### config.mk
export PLATFORM = sky130hd
export DESIGN_NAME = ptw_walker
export DESIGN_NICKNAME = d
export VERILOG_FILES = /design/src/rtl/ptw_pkg.sv /design/src/rtl/ptw_base_select.sv /design/src/rtl/ptw_l1_decode.sv /design/src/rtl/ptw_l2_decode.sv /design/src/rtl/ptw_walker.sv
export SDC_FILE = /design/constraint.sdc
export NUM_CORES = 1
export LEC_CHECK = 0
export BUFFER_PORTS_ARGS = -buffer_cell sky130_fd_sc_hd__buf_2
export CORE_ASPECT_RATIO = 1.1
export CORE_MARGIN = 3
export CORE_UTILIZATION = 55
export CTS_BUF_LIST = sky130_fd_sc_hd__clkbuf_2 sky130_fd_sc_hd__clkbuf_4 sky130_fd_sc_hd__clkbuf_8
export DETAILED_ROUTE_END_ITERATION = 10
export PLACE_DENSITY = 0.93
export SETUP_SLACK_MARGIN = 0.3
export SLEW_MARGIN = 20
export SYNTH_ARGS = -nofsm -noshare
export SYNTH_HDL_FRONTEND = slang
export SYNTH_SLANG_ARGS = --single-unit
### constraint.sdc
create_clock -name clk -period 2.72 [get_ports clk]
set_clock_uncertainty 0.1 [all_clocks]
set_input_delay 0.408 -clock clk [delete_from_list [all_inputs] [get_ports clk]]
set_output_delay 0.408 -clock clk [all_outputs]
set_load 0.05 [all_outputs]
### src/rtl/ptw_pkg.sv
// Shared types and field positions for the translation table walker.
// Assumes 32-bit addresses and word-aligned descriptors.
package ptw_pkg;
    localparam int ADDR_W       = 32;
    localparam int TBL_LSB      = 14;   // first-level table alignment
    localparam int SECT_LSB     = 20;   // section / first-level index boundary
    localparam int COARSE_LSB   = 10;
    localparam int FINE_LSB     = 12;
    localparam int LARGE_LSB    = 16;
    localparam int SMALL_LSB    = 12;
    localparam int TINY_LSB     = 10;

    typedef enum logic [2:0] {
        ST_IDLE, ST_L1_REQ, ST_L1_WAIT, ST_L2_REQ, ST_L2_WAIT, ST_DONE
    } walk_state_t;

    typedef enum logic [1:0] {
        D1_FAULT   = 2'b00,
        D1_COARSE  = 2'b01,
        D1_SECTION = 2'b10,
        D1_FINE    = 2'b11
    } l1_kind_t;
endpackage

### src/rtl/ptw_base_select.sv
// Chooses the table base for a walk from the split field.
// Assumes SPLIT_W is small enough that the field never exceeds ADDR_W.
module ptw_base_select
    import ptw_pkg::*;
#(
    parameter int SPLIT_W = 3
) (
    input  logic [ADDR_W-1:0]  va,
    input  logic [ADDR_W-1:0]  base0,
    input  logic [ADDR_W-1:0]  base1,
    input  logic [SPLIT_W-1:0] split,
    output logic [ADDR_W-1:TBL_LSB] base_sel
);
    logic [ADDR_W-1:0] hi_mask;
    logic              use_hi;

    // Mask of the top 'split' address bits, empty when split is zero.
    always_comb begin
        hi_mask = ~({ADDR_W{1'b1}} >> split);
        use_hi  = (split != '0) && ((va & hi_mask) != '0);
        base_sel = use_hi ? base1[ADDR_W-1:TBL_LSB] : base0[ADDR_W-1:TBL_LSB];
    end
endmodule

### src/rtl/ptw_l1_decode.sv
// Decodes a first-level descriptor: kind, section address and
// second-level table word address. Purely combinational.
module ptw_l1_decode
    import ptw_pkg::*;
(
    input  logic [ADDR_W-1:0] desc,
    input  logic [ADDR_W-1:0] va,
    output l1_kind_t          kind,
    output logic [ADDR_W-1:0] section_pa,
    output logic [ADDR_W-1:0] l2_addr
);
    // Field extraction and address formation for each table kind.
    always_comb begin
        kind       = l1_kind_t'(desc[1:0]);
        section_pa = {desc[ADDR_W-1:SECT_LSB], va[SECT_LSB-1:0]};
        if (desc[1])
            l2_addr = {desc[ADDR_W-1:FINE_LSB], va[SECT_LSB-1:10], 2'b00};
        else
            l2_addr = {desc[ADDR_W-1:COARSE_LSB], va[SECT_LSB-1:12], 2'b00};
    end
endmodule

### src/rtl/ptw_l2_decode.sv
// Decodes a second-level descriptor into a page address or a fault.
// Purely combinational.
module ptw_l2_decode
    import ptw_pkg::*;
(
    input  logic [ADDR_W-1:0] desc,
    input  logic [ADDR_W-1:0] va,
    output logic              fault,
    output logic [ADDR_W-1:0] pa
);
    // Page size select by the descriptor type bits.
    always_comb begin
        fault = (desc[1:0] == 2'b00);
        unique case (desc[1:0])
            2'b01:   pa = {desc[ADDR_W-1:LARGE_LSB], va[LARGE_LSB-1:0]};
            2'b10:   pa = {desc[ADDR_W-1:SMALL_LSB], va[SMALL_LSB-1:0]};
            2'b11:   pa = {desc[ADDR_W-1:TINY_LSB],  va[TINY_LSB-1:0]};
            default: pa = '0;
        endcase
    end
endmodule

### src/rtl/ptw_walker.sv
// Two-level translation table walker. Accepts one virtual address at a
// time, performs one or two descriptor reads with a single read in flight,
// and reports a physical address or a fault with its level for one cycle.
// Assumes the memory answers every accepted read exactly once.
module ptw_walker
    import ptw_pkg::*;
#(
    parameter int SPLIT_W = 3
) (
    input  logic                clk,
    input  logic                rst_n,
    input  logic                req_valid,
    output logic                req_ready,
    input  logic [ADDR_W-1:0]   req_va,
    input  logic [ADDR_W-1:0]   base0,
    input  logic [ADDR_W-1:0]   base1,
    input  logic [SPLIT_W-1:0]  split_n,
    output logic                mem_req_valid,
    input  logic                mem_req_ready,
    output logic [ADDR_W-1:0]   mem_req_addr,
    input  logic                mem_rsp_valid,
    input  logic [ADDR_W-1:0]   mem_rsp_data,
    output logic                done_valid,
    output logic [ADDR_W-1:0]   done_pa,
    output logic                done_fault,
    output logic [1:0]          done_level
);
    walk_state_t              state_q;
    logic [ADDR_W-1:0]        va_q;
    logic [ADDR_W-1:TBL_LSB]  base_q;
    logic [ADDR_W-1:0]        l2_addr_q;
    logic [ADDR_W-1:0]        pa_q;
    logic                     fault_q;
    logic [1:0]               level_q;

    logic [ADDR_W-1:TBL_LSB]  base_sel;
    l1_kind_t                 l1_kind;
    logic [ADDR_W-1:0]        l1_section_pa;
    logic [ADDR_W-1:0]        l1_next_addr;
    logic                     l2_fault;
    logic [ADDR_W-1:0]        l2_pa;
    logic [ADDR_W-1:0]        l1_addr;

    ptw_base_select #(.SPLIT_W(SPLIT_W)) u_base (
        .va(req_va), .base0(base0), .base1(base1), .split(split_n),
        .base_sel(base_sel)
    );

    ptw_l1_decode u_l1 (
        .desc(mem_rsp_data), .va(va_q), .kind(l1_kind),
        .section_pa(l1_section_pa), .l2_addr(l1_next_addr)
    );

    ptw_l2_decode u_l2 (
        .desc(mem_rsp_data), .va(va_q), .fault(l2_fault), .pa(l2_pa)
    );

    // First-level descriptor address from captured base and address.
    always_comb l1_addr = {base_q, va_q[ADDR_W-1:SECT_LSB], 2'b00};

    // Walk sequencing and capture of request, descriptor and result data.
    always_ff @(posedge clk) begin
        if (!rst_n) begin
            state_q   <= ST_IDLE;
            va_q      <= '0;
            base_q    <= '0;
            l2_addr_q <= '0;
            pa_q      <= '0;
            fault_q   <= 1'b0;
            level_q   <= 2'd0;
        end else begin
            unique case (state_q)
                ST_IDLE: if (req_valid) begin
                    va_q    <= req_va;
                    base_q  <= base_sel;
                    state_q <= ST_L1_REQ;
                end
                ST_L1_REQ: if (mem_req_ready) state_q <= ST_L1_WAIT;
                ST_L1_WAIT: if (mem_rsp_valid) begin
                    unique case (l1_kind)
                        D1_FAULT: begin
                            pa_q    <= '0;
                            fault_q <= 1'b1;
                            level_q <= 2'd1;
                            state_q <= ST_DONE;
                        end
                        D1_SECTION: begin
                            pa_q    <= l1_section_pa;
                            fault_q <= 1'b0;
                            level_q <= 2'd1;
                            state_q <= ST_DONE;
                        end
                        default: begin
                            l2_addr_q <= l1_next_addr;
                            state_q   <= ST_L2_REQ;
                        end
                    endcase
                end
                ST_L2_REQ: if (mem_req_ready) state_q <= ST_L2_WAIT;
                ST_L2_WAIT: if (mem_rsp_valid) begin
                    pa_q    <= l2_fault ? '0 : l2_pa;
                    fault_q <= l2_fault;
                    level_q <= 2'd2;
                    state_q <= ST_DONE;
                end
                ST_DONE: state_q <= ST_IDLE;
                default: state_q <= ST_IDLE;
            endcase
        end
    end

    // Port drive from the walk state.
    always_comb begin
        req_ready     = (state_q == ST_IDLE);
        mem_req_valid = (state_q == ST_L1_REQ) || (state_q == ST_L2_REQ);
        mem_req_addr  = (state_q == ST_L2_REQ) ? l2_addr_q : l1_addr;
        done_valid    = (state_q == ST_DONE);
        done_pa       = pa_q;
        done_fault    = fault_q;
        done_level    = level_q;
    end
endmodule

==> Yosys cells after proc, flatten, opt, wreduce, memory -nomap -nowiden <==
Index checks and enable logic that the tools add are counted.
{ "totals": {"regBits": 120, "in_bits": 136, "out_inout_bits": 70, "elab_cells": 63} }
{ "classes": {"eq_ne": 15, "shifts": 1, "muxes": 24, "bitwise_logic": 3, "reduce_logical": 13} }
{ "ops": {"columns": ["op", "n"], "rows": [
  ["$mux 32", 4],
  ["$pmux 32 s2", 2],
  ["$pmux 32 s3", 1],
  ["$and 32x32->32", 1],
  ["$not 32->32", 1],
  ["$reduce_bool 32->1", 1],
  ["$shr 32x3->32 const A", 1],
  ["$mux 18", 1],
  ["$mux 3", 6],
  ["$pmux 3 s5", 1],
  ["$mux 12", 1],
  ["$ne 2x2->1 const B", 6],
  ["$reduce_and 4->1", 2],
  ["$eq 3x2->1 const B", 2],
  ["$eq 3x3->1 const B", 2],
  ["$mux 2", 3],
  ["$reduce_and 5->1", 1],
  ["$eq 2x2->1 const B", 2],
  ["$pmux 1 s2", 2],
  ["$pmux 2 s2", 1],
  ["$eq 3x1->1 const B", 1],
  ["$logic_not 3->1", 1],
  ["$ne 3x2->1 const B", 1],
  ["$reduce_and 3->1", 1],
  ["10 further kinds", 11]
]} }

==> Longest topological paths before layout <==
Gate-level depths: netlist (run 1).
{ "depth": {"word_depth": 6, "depth_mapped": 7, "mapped_depth_nobuf": 4} }

==> Hierarchy <==
Synthesis (run 1) repeated with hierarchy kept, for this count alone.
{ "unflattened": {"hier_cells": 739, "hier_area_um2": 6556.3} }
{ "by_module_without_submodules": {"columns": ["module", "instances", "cells_each", "area_each_um2", "seq_area_each_um2"], "rows": [
  ["ptw_walker", 1, 603, 5367.6, 2402.3],
  ["ptw_l1_decode", 1, 68, 585.6, 0.0],
  ["ptw_base_select", 1, 29, 325.3, 0.0],
  ["ptw_l2_decode", 1, 39, 277.8, 0.0]
]} }

==> Least setup slack after synthesis (run 1) <==
Ideal clock, no wire load.
{ "synth_timing": {"path_type": "reg2reg", "startpoint": "register state_q[0]", "endpoint": "register base_q[14] (netlist name)", "setup_time_ns": 0.122, "arrival_time_ns": 2.363, "required_ns": 2.498, "slack_ns": 0.136, "stages_incl_launch_ff": 7, "n_path_buf": 2, "period_less_slack_ns": 2.584, "cell_sequence": "dfxtp_1 -> buf_2 -> nor3_1 -> nand2_1 -> clkbuf_1 -> a31oi_1 -> a21oi_1"} }
{ "synth_between": {"elab_chain_len": 2} }
{ "synth_rtl": {"columns": ["element", "line", "rtl"], "rows": [
  ["start, declared", "ptw_walker.sv:28", "walk_state_t state_q;"],
  ["start signal, assigned", "ptw_walker.sv:64", "state_q <= ST_IDLE;"],
  ["start signal, assigned", "ptw_walker.sv:76", "state_q <= ST_L1_REQ;"],
  ["start signal, assigned", "ptw_walker.sv:78", "ST_L1_REQ: if (mem_req_ready) state_q <= ST_L1_WAIT;"],
  ["$logic_not 3->1", null, null],
  ["via req_ready", "ptw_walker.sv:13", "output logic req_ready,"],
  ["$reduce_and 2->1 (no source line)", null, null],
  ["end signal, assigned", "ptw_walker.sv:75", "base_q <= base_sel;"],
  ["end, declared", "ptw_walker.sv:30", "logic [ADDR_W-1:TBL_LSB] base_q;"]
]} }
The timed path passes the listed nets, and every way through them passes these cells.
A chain may end at the register's enable or synchronous reset.

==> Final worst setup path (run 1) <==
{ "layout_timing": {"startpoint": "register state_q[1]", "endpoint": "output mem_req_addr[9]"} }
{ "layout_between": {"elab_chain_len": 2} }
{ "layout_rtl": {"columns": ["element", "line", "rtl"], "rows": [
  ["$eq 3x2->1", "ptw_walker.sv:116", "mem_req_addr = (state_q == ST_L2_REQ) ? l2_addr_q : l1_addr;"],
  ["$mux 32", "ptw_walker.sv:116", null],
  ["end, declared", "ptw_walker.sv:20", "output logic [ADDR_W-1:0] mem_req_addr,"]
]} }
No other way between the ends.

==> results of run 1 <==
[metal layers]
metal / GRT usage, % / part of all wire, %
met3: 7.04 / 7.6
met2: 45.9 / 51
met1: 30.4 / 39
met5: 0 / 0
met4: 10.2 / 2.4
[kinds of logic after synthesis]
kind of cell / after synthesis / synth area share (%)
other cells: 1 / 0.0705
compound gates: 201 / 26.7
mux: 42 / 8.65
buf+inv: 54 / 4.89
flops: 118 / 44.4
simple gates: 178 / 15.3
[critical path, stage by stage, from the launching register on]
cell and delay [ns]:
dfxtp_4 0.38, nor2b_4 0.14, nand2_2 0.13, clkbuf_16 0.20, mux2_2 0.35, clkbuf_4 0.22
[Yosys cell counts, drive strengths merged (2+ instances only)]
cell type | count | area (sq um)
a21boi | 55 | 413
a21o | 5 | 37.5
a21oi | 26 | 138
a221oi | 5 | 61.3
a22o | 2 | 17.5
a22oi | 23 | 218
a31oi | 24 | 150
and2 | 2 | 12.5
buf | 25 | 151
clkbuf | 28 | 105
dfxtp | 118 | 2360
mux2 | 32 | 360
mux2i | 10 | 100
nand2 | 126 | 473
nand2b | 4 | 25.0
nand4 | 2 | 12.5
nor2 | 8 | 30.0
nor2b | 25 | 179
nor3b | 5 | 37.5
o211a | 12 | 120
o21ai | 44 | 220
[state kept, by name, indices dropped and copies added, names as in the netlist]
signal	count
va_q	32
base_q	18
done_level	2
done_pa	32
done_fault	1
l2_addr_q	30
state_q	3
[final cells by class]
type | instances | area, sq um
timing repair buffer | 179 | 986
tap | 117 | 146
fill | 721 | 2730
inverter | 1 | 3.75
sequential | 118 | 2370
multi-input combinational | 423 | 2720
clock buffer | 18 | 241
clock inverter | 14 | 196
[worst max path at each step]
stage                                  from                       to  slack, ns  cells after the start
floorplan           state_q[0]$_SDFFE_PN0P_  base_q[27]$_SDFFE_PN0P_       0.64                      7
finish              state_q[1]$_SDFFE_PN0P_          mem_req_addr[9]       0.37                      5
global placement    state_q[2]$_SDFFE_PN0P_         mem_req_addr[13]       0.50                      5
detailed placement  state_q[1]$_SDFFE_PN0P_         mem_req_addr[18]       0.44                      5
CTS                 state_q[2]$_SDFFE_PN0P_         mem_req_addr[18]       0.30                      5
global route        state_q[1]$_SDFFE_PN0P_          mem_req_addr[9]       0.30                      5
[power breakdown]
part           internal [mW]  switching [mW]  leakage (nW)
clock network           1.02           0.734         0.214
logic                  0.300           0.601          1.80
registers               1.83          0.0771         0.962
[what timing repair did]
action	4_1_cts	5_1_grt
endpoints found under the setup margin	30	30
resized for setup	8	5
gates cloned	0	1
pin swaps	0	0
buffers inserted	0	1
==> impl_metrics.env, run 1 <==
export IMPL_status="completed"
export IMPL_dp_hpwl_mm=10.4
export IMPL_vias=4979
export IMPL_dpl_cell_area_sq_um=6160
export IMPL_min_period_ns=2.35
export IMPL_synth_cell_type_count=42
export IMPL_clk_latency_ns=0.41
export IMPL_place_inst=836
export IMPL_num_rows=37
export IMPL_reg2reg_to="done_pa[27]$_SDFFE_PN0P_"
export IMPL_core_sq_um=9400
export IMPL_drt_total_wl_mm=14.7
export IMPL_drt_iter0_markers=285
export IMPL_area_growth_pct=25.3
export IMPL_timing_rr_start="state_q[1]$_SDFFE_PN0P_"
export IMPL_total_power_mw=4.56
export IMPL_holdWs_ns=0.136
export IMPL_reg2reg_depth=5
export IMPL_cts_buffers=17
export IMPL_critPathLaunchType="register"
export IMPL_avgSynthCellArea_sq_um=8.96
export IMPL_worst_slew_pin_slew_ns=0.786
export IMPL_cts_root_buf="clkbuf_8"
export IMPL_netlist_area_sq_um=5320
export IMPL_ioPinCount=206
export IMPL_min_path_type="in -> reg"
export IMPL_die_w_um=99.8
export IMPL_drtPass1Iterations=5
export IMPL_synth_seq_cells=118
export IMPL_nets=876
export IMPL_path_class="reg -> out"
export IMPL_grt_max_degree=120
export IMPL_crit_fanout=15
export IMPL_start_util_pct=56.6
export IMPL_stdcell_count=870
export IMPL_postCtsHoldBufs=0
export IMPL_port_buffers=167
export IMPL_synth_edff_count=0
export IMPL_routedWlPerCell_um=16.9
export IMPL_htreeDepth=4
export IMPL_async_flop_share_pct=0
export IMPL_grt_pass1_wl_mm=22.8
export IMPL_dieArea_sq_um=10900
export IMPL_dieHeight_um=109
export IMPL_drc_errors=0
export IMPL_vdd_drop_max_uv=417
export IMPL_finalMaxSlewViolations=0
export IMPL_cts_sinks=118
export IMPL_final_common_cell="buf_2"
export IMPL_final_cell_mix="165 x buf_2, 124 x nand2_1, 115 x dfxtp_1"
export IMPL_p_per_area_nw_per_um2=685
export IMPL_post_route_period_util_pct=86.5
export IMPL_drive_gt1_share_pct=36.3
export IMPL_slew_headroom_pct=47.4
export IMPL_antenna_found_initial=0
export IMPL_setup_slack_ns=0.368
export IMPL_fin_area_sq_um=6660
export IMPL_p_leak_nw=2.98
export IMPL_min_from="req_va[7]"
export IMPL_ant_nets=0
export IMPL_fmax_mhz=425
export IMPL_rrSetupSlack_ns=0.75
export IMPL_grt_pass1_vias=4841
export IMPL_rsz0062_at_grt="false"
export IMPL_final_util_pct=70.9
export IMPL_clk_path_buf_depth=2
export IMPL_required_ns=2.21
export IMPL_final_setup_viol_count=0
export IMPL_whs_path_depth=3
export IMPL_cp_end_kind="output pin"
export IMPL_cts_tree="built"
export IMPL_crit_arrival_ns=1.84
export IMPL_pre_cts_slack_ns=0.443
export IMPL_seq_area_frac_synth_pct=44.4
export IMPL_yosys_warnings=0
export IMPL_drv_cap=0
export IMPL_syn_inst=594
export IMPL_path_clk_slew_ns=0.08
export IMPL_hold_viol=0
export IMPL_whs_endpoint="va_q[7]$_SDFFE_PN0P_"
export IMPL_diodes=0
export IMPL_fin_setup_tns_ns=0
export IMPL_synthFlopType="dfxtp_1"
export IMPL_routed_via_density=5.72
export IMPL_globalRouteTotalUtil_pct=26.2
export IMPL_gp_congestion=0.921
export IMPL_grt_overflow=0
Note: power is estimated with default switching activity, not from simulation.
==> run 2: changes to the inputs <==
ABC_AREA = 1   (was default)
CORE_UTILIZATION = 54   (was 55)
PLACE_DENSITY = 0.92   (was 0.93)
==> impl_metrics.env, run 2 <==
export IMPL_status="completed"
export IMPL_crit_arrival_ns=1.77
export IMPL_syn_inst=745
export IMPL_critPathLaunchType="register"
export IMPL_gp_congestion=0.871
export IMPL_setup_slack_ns=0.441
export IMPL_final_common_cell="nand2_1"
export IMPL_synth_seq_cells=118
export IMPL_drive_gt1_share_pct=28.0
export IMPL_pre_cts_slack_ns=0.613
export IMPL_power_internal_mw=3.76
export IMPL_cts_sinks=118
export IMPL_clkPwrFrac_pct=27.3
export IMPL_vias=5345
export IMPL_grt_pass1_vias=4957
export IMPL_diodes=0
export IMPL_path_class="reg -> out"
export IMPL_htreeDepth=4
export IMPL_dp_hpwl_mm=9.77
export IMPL_drt_total_wl_mm=14.1
export IMPL_yosysMostFrequentCell="nand2_1"
export IMPL_grt_overflow=0
export IMPL_hold_viol=0
export IMPL_dieArea_sq_um=10800
export IMPL_whs_path_depth=3
export IMPL_synth_top_area_share_pct=45.7
export IMPL_drv_cap=0
export IMPL_cts_buffers=17
export IMPL_yosys_warnings=0
export IMPL_timing_rr_start="state_q[2]$_SDFFE_PN0P_"
export IMPL_dpl_cell_area_sq_um=6140
export IMPL_fin_area_sq_um=6690
export IMPL_async_flop_share_pct=0
export IMPL_cts_setup_buffers=0
export IMPL_num_rows=36
export IMPL_final_seq_area_sq_um=2360
export IMPL_seq_area_frac_synth_pct=45.7
export IMPL_grt_max_degree=67
export IMPL_post_route_period_util_pct=83.8
export IMPL_port_buffers=167
export IMPL_synth_area_leaders="dfxtp_1 46%, nand2_1 15%, a21oi_1 9.6%"
export IMPL_worst_slew_pin_slew_ns=0.580
export IMPL_power_switching_mw=2.59
export IMPL_cp_cell_sequence="nor2_4 > nand2_4 > buf_12 > nand2_1 > o21ai_2 > buf_6"
export IMPL_synthFlopType="dfxtp_1"
export IMPL_p_leak_nw=3.04
export IMPL_p_per_area_nw_per_um2=949
export IMPL_globalRouteTotalUtil_pct=26.4
export IMPL_avgSynthCellArea_sq_um=6.93
export IMPL_min_period_ns=2.28
export IMPL_synth_common_cells="209 x nand2_1, 118 x dfxtp_1, 99 x a21oi_1"
export IMPL_reg2reg_depth=8
export IMPL_crit_start="state_q[2]$_SDFFE_PN0P_"
export IMPL_routedWlPerCell_um=13.8
export IMPL_crit_fanout=27
export IMPL_critical_path_slowest_cell="dfxtp_1"
export IMPL_ant_nets=0
export IMPL_synth_cell_type_count=22
export IMPL_area_growth_pct=29.6
export IMPL_final_setup_viol_count=0
export IMPL_slew_headroom_pct=61.3
export IMPL_drc_errors=0
export IMPL_nets=1030
export IMPL_path_clk_slew_ns=0.08
export IMPL_fmax_mhz=439
export IMPL_start_util_pct=56.8
export IMPL_finalMaxSlewViolations=0
export IMPL_pwr_share_seq_pct=34.4
export IMPL_postCtsHoldBufs=0
export IMPL_final_cell_mix="208 x nand2_1, 141 x buf_2, 118 x dfxtp_1"
export IMPL_routed_via_density=5.24
export IMPL_cp_end_kind="output pin"
export IMPL_clk_path_buf_depth=2
export IMPL_synth_edff_count=0
export IMPL_vdd_drop_max_uv=644
export IMPL_switching_share_pct=40.8
export IMPL_min_from="req_va[21]"
export IMPL_multiInputGateArea_sq_um=2420
export IMPL_cpPeakStageDelay_ns=0.49
export IMPL_fin_setup_tns_ns=0
export IMPL_drtPass1Iterations=6
export IMPL_clk_latency_ns=0.41
export IMPL_num_fill_cells=751
export IMPL_cts_root_buf="clkbuf_8"
export IMPL_drt_iter0_markers=272
export IMPL_rsz0062_at_grt="false"
export IMPL_cts_tree="built"
export IMPL_dieHeight_um=109
export IMPL_die_w_um=99.3
export IMPL_grt_pass1_wl_mm=22.9
export IMPL_synth_top_area_cell="dfxtp_1"
export IMPL_antenna_found_initial=0
export IMPL_core_sq_um=9100
export IMPL_combPwrFrac_pct=38.2
export IMPL_netlist_area_sq_um=5160
export IMPL_required_ns=2.21
export IMPL_min_path_type="in -> reg"
export IMPL_ioPinCount=206
run 2: changes by cell type after synthesis, sizes merged, moves of 18 or more:
cell,previous run,this run
nand2,126,210
o21ai,44,95
nand3,1,43
nor2b,25,0
a31oi,24,0
nor2,8,26
a21oi,26,99
a22oi,23,0
mux2,32,0
inv,1,79
a21boi,55,0
run 2: logic make-up (layout without fill, tap and decap cells):
kind of cell	count (synthesis)	count (layout)	synth area share, %
other	1	2	0.0726
buffers and inverters	127	288	9.96
flip-flops	118	118	45.7
AND/OR/NAND/NOR	287	287	22.8
AO/OA/AOI/OAI	212	212	21.4
run 2: path summary, 6_finish.rpt:
check | to | slack (ns)
worst max-delay path | mem_req_addr[31] | 0.44
worst min-delay path | va_q[21]$_SDFFE_PN0P_ | 0.14
worst max register to register | done_pa[29]$_SDFFE_PN0P_ | 0.67
worst min register to register | done_pa[9]$_SDFFE_PN0P_ | 0.36
run 2: power by group through the flow:
stage / clock network [mW] / registers (mW) / logic, mW
after floorplan: 0 / 2.34 / 1.64
after global placement: 0 / 2.20 / 2.27
after detailed placement: 0 / 2.22 / 2.31
after CTS: 1.75 / 2.18 / 2.42
after global routing: 1.84 / 2.22 / 2.65
final: 1.74 / 2.19 / 2.43
run 2: layout make-up:
cell class | instances | area share, %
clock buffer | 17 | 3.50
clock inverter | 15 | 3.03
inverter | 80 | 4.49
multi-input combinational | 501 | 36.2
sequential | 118 | 35.3
tap | 114 | 2.13
timing repair buffer | 176 | 15.3
run 2: worst max-delay path: cells and delay by family, from the launching register on:
kind            cells  cell delay (ns)
simple gates        3             0.37
flops               1             0.49
buf+inv             2             0.38
compound gates      1             0.10
run 2: per-layer routing:
metal	up-vias	track usage (%)	wire length, um	part of all wire, %
li1	2691	-	-	-
met1	2413	31.3	5600	40
met2	213	46.6	7070	50
met3	28	6.19	1130	8.0
met4	0	9.17	271	1.9
met5	-	0	0	0
run 2: through the flow:
stage / total power [mW] / hold slack (ns) / instances / utilization (%)
floorplan: 3.98 / 0.339 / 746 / -
global placement: 4.47 / 0.345 / 988 / 67.5
detailed placement: 4.53 / 0.350 / 988 / 67.5
CTS: 6.36 / 0.116 / 1021 / 73.4
global route: 6.71 / 0.132 / 1021 / 73.5
finish: 6.35 / 0.135 / 1021 / 73.5
run 2: what timing repair did:
action	in CTS	in global routing
setup endpoints to repair	27	22
resized for setup	25	12
pin swaps	0	0
gates cloned	1	0
==> run 3: changes to the inputs <==
ABC_AREA = 0   (was 1)
CORE_UTILIZATION = 46   (was 54)
PLACE_DENSITY = 0.83   (was 0.92)
clock period = 2 ns   (was 2.72 ns; I/O delays follow)
==> impl_metrics.env, run 3 (synthesis gave the netlist of run 1 again) <==
export IMPL_clk_path_buf_depth=2
export IMPL_dpl_cell_area_sq_um=6350
export IMPL_hold_viol=0
export IMPL_setup_slack_ns=-0.126
export IMPL_area_growth_pct=60.3
export IMPL_crit_arrival_ns=1.73
export IMPL_vdd_drop_max_uv=617
export IMPL_violations="negative setup slack"
export IMPL_slew_headroom_pct=59.3
export IMPL_drv_cap=0
export IMPL_ant_nets=0
export IMPL_cp_num_buf_inv=2
export IMPL_routedWlPerCell_um=21.4
export IMPL_drt_total_wl_mm=20.3
export IMPL_fin_setup_tns_ns=-3.14
export IMPL_num_fill_cells=677
export IMPL_stdcell_count=950
export IMPL_critical_path_slowest_cell="mux2_2"
export IMPL_p_per_area_nw_per_um2=856
export IMPL_num_rows=40
export IMPL_post_route_period_util_pct=106
export IMPL_cts_root_buf="clkbuf_8"
export IMPL_dieHeight_um=119
export IMPL_cts_tree="built"
export IMPL_routed_via_density=5.88
export IMPL_grt_overflow=0
export IMPL_grt_pass1_wl_mm=26.2
export IMPL_nets=926
export IMPL_crit_family="multiplexers"
export IMPL_dp_hpwl_mm=10.6
export IMPL_cts_buffers=17
export IMPL_critPathLaunchType="register"
export IMPL_path_class="reg -> out"
export IMPL_pre_cts_slack_ns=0.158
export IMPL_die_w_um=109
export IMPL_antenna_found_initial=0
export IMPL_cpPeakStageDelay_ns=0.38
export IMPL_port_buffers=167
export IMPL_status="finished, violations left"
export IMPL_cp_cell_sequence="nor2b_4 > nand2_4 > buf_16 > mux2_2 > buf_6"
export IMPL_finalMaxSlewViolations=0
export IMPL_drt_iter0_markers=534
export IMPL_htreeDepth=4
export IMPL_fmax_mhz=470
export IMPL_globalRouteTotalUtil_pct=25.9
export IMPL_dieArea_sq_um=12900
export IMPL_worst_slew_pin_slew_ns=0.610
export IMPL_min_period_ns=2.13
export IMPL_gp_congestion=0.895
export IMPL_final_common_cell="buf_2"
export IMPL_drtPass1Iterations=5
export IMPL_grt_pass1_vias=5255
export IMPL_drive_gt1_share_pct=52.4
export IMPL_final_cell_mix="134 x buf_2, 115 x dfxtp_1, 89 x nand2_1"
export IMPL_diodes=0
export IMPL_final_setup_viol_count=30
export IMPL_holdWs_ns=0.00174
export IMPL_required_ns=1.60
export IMPL_final_util_pct=76.8
export IMPL_cp_end_kind="output pin"
export IMPL_p_leak_nw=3.63
export IMPL_cts_sinks=118
export IMPL_total_power_mw=7.30
export IMPL_clk_latency_ns=0.43
export IMPL_min_path_type="in -> reg"
export IMPL_drc_errors=0
export IMPL_ioPinCount=206
export IMPL_place_inst=877
export IMPL_rsz0062_at_grt="true"
export IMPL_path_clk_slew_ns=0.08
export IMPL_fin_area_sq_um=8530
export IMPL_vias=5583
export IMPL_start_util_pct=47.9
export IMPL_crit_fanout=15
export IMPL_core_sq_um=11100
export IMPL_grt_max_degree=56
run 3: cell count changes in the layout (fill, tap and decap cells not counted), moves of 19 or more:
cell | previous run | this run
nand2_4 | 1 | 20
a21boi_0 | 0 | 23
buf_6 | 3 | 44
o21ai_1 | 0 | 20
inv_1 | 73 | 1
nand2_1 | 208 | 89
o21ai_2 | 30 | 1
o21ai_0 | 65 | 23
a31oi_4 | 0 | 20
nand3_1 | 40 | 1
a21oi_1 | 99 | 8
mux2_2 | 0 | 31
run 3: where the power goes:
| part | internal (mW) | switching, mW |
|---|---|---|
| Clock | 1.56 | 1.02 |
| Sequential | 2.49 | 0.127 |
| Combinational | 0.915 | 1.18 |
| Total | 4.97 | 2.33 |
run 3: routing by layer:
layer / track usage, % / vias up / wire length [um]
met4: 12.0 / 0 / 702
met3: 5.84 / 68 / 1610
met2: 45.2 / 333 / 10500
li1: - / 2513 / -
met1: 29.4 / 2669 / 7530
met5: 0 / - / 0
run 3: what timing repair did:
action                                  4_1_cts  5_1_grt
endpoints found under the setup margin       90      119
gates resized for setup                     107      149
hold buffers                                  9        0
buffers inserted                              6       10
gates cloned                                  6       10
hold endpoints to repair                      9        0
pin swaps                                    21       50
run 3: worst paths after layout:
kind / from / endpoint / slack [ns] / cells after the start
worst min register to register: l2_addr_q[25]$_SDFFE_PN0P_ / l2_addr_q[25]$_SDFFE_PN0P_ / 0.36 / 2
worst max register to register: state_q[1]$_SDFFE_PN0P_ / done_pa[29]$_SDFFE_PN0P_ / 0.01 / 8
worst min-delay path: req_va[11] / va_q[11]$_SDFFE_PN0P_ / 0.002 / 3
worst max-delay path: state_q[1]$_SDFFE_PN0P_ / mem_req_addr[30] / -0.13 / 5
run 3: area by class of cell:
type                            count  area [sq um]  share of cell area (%)
Multi-Input combinational cell    423          3500                    41.1
Sequential cell                   118          2370                    27.8
Timing Repair Buffer              229          2000                    23.4
Clock buffer                       20           269                    3.15
Clock inverter                     12           200                    2.35
Tap cell                          147           184                    2.16
Inverter                            1          3.75                  0.0440
run 3: worst reg2reg max path, cell delays in order (launching register included):
cell,delay (ns)
dfxtp_2,0.34
buf_4,0.11
buf_6,0.10
or3b_4,0.42
a221oi_4,0.34
buf_12,0.17
clkbuf_16,0.16
a22oi_1,0.06
nor2b_1,0.12
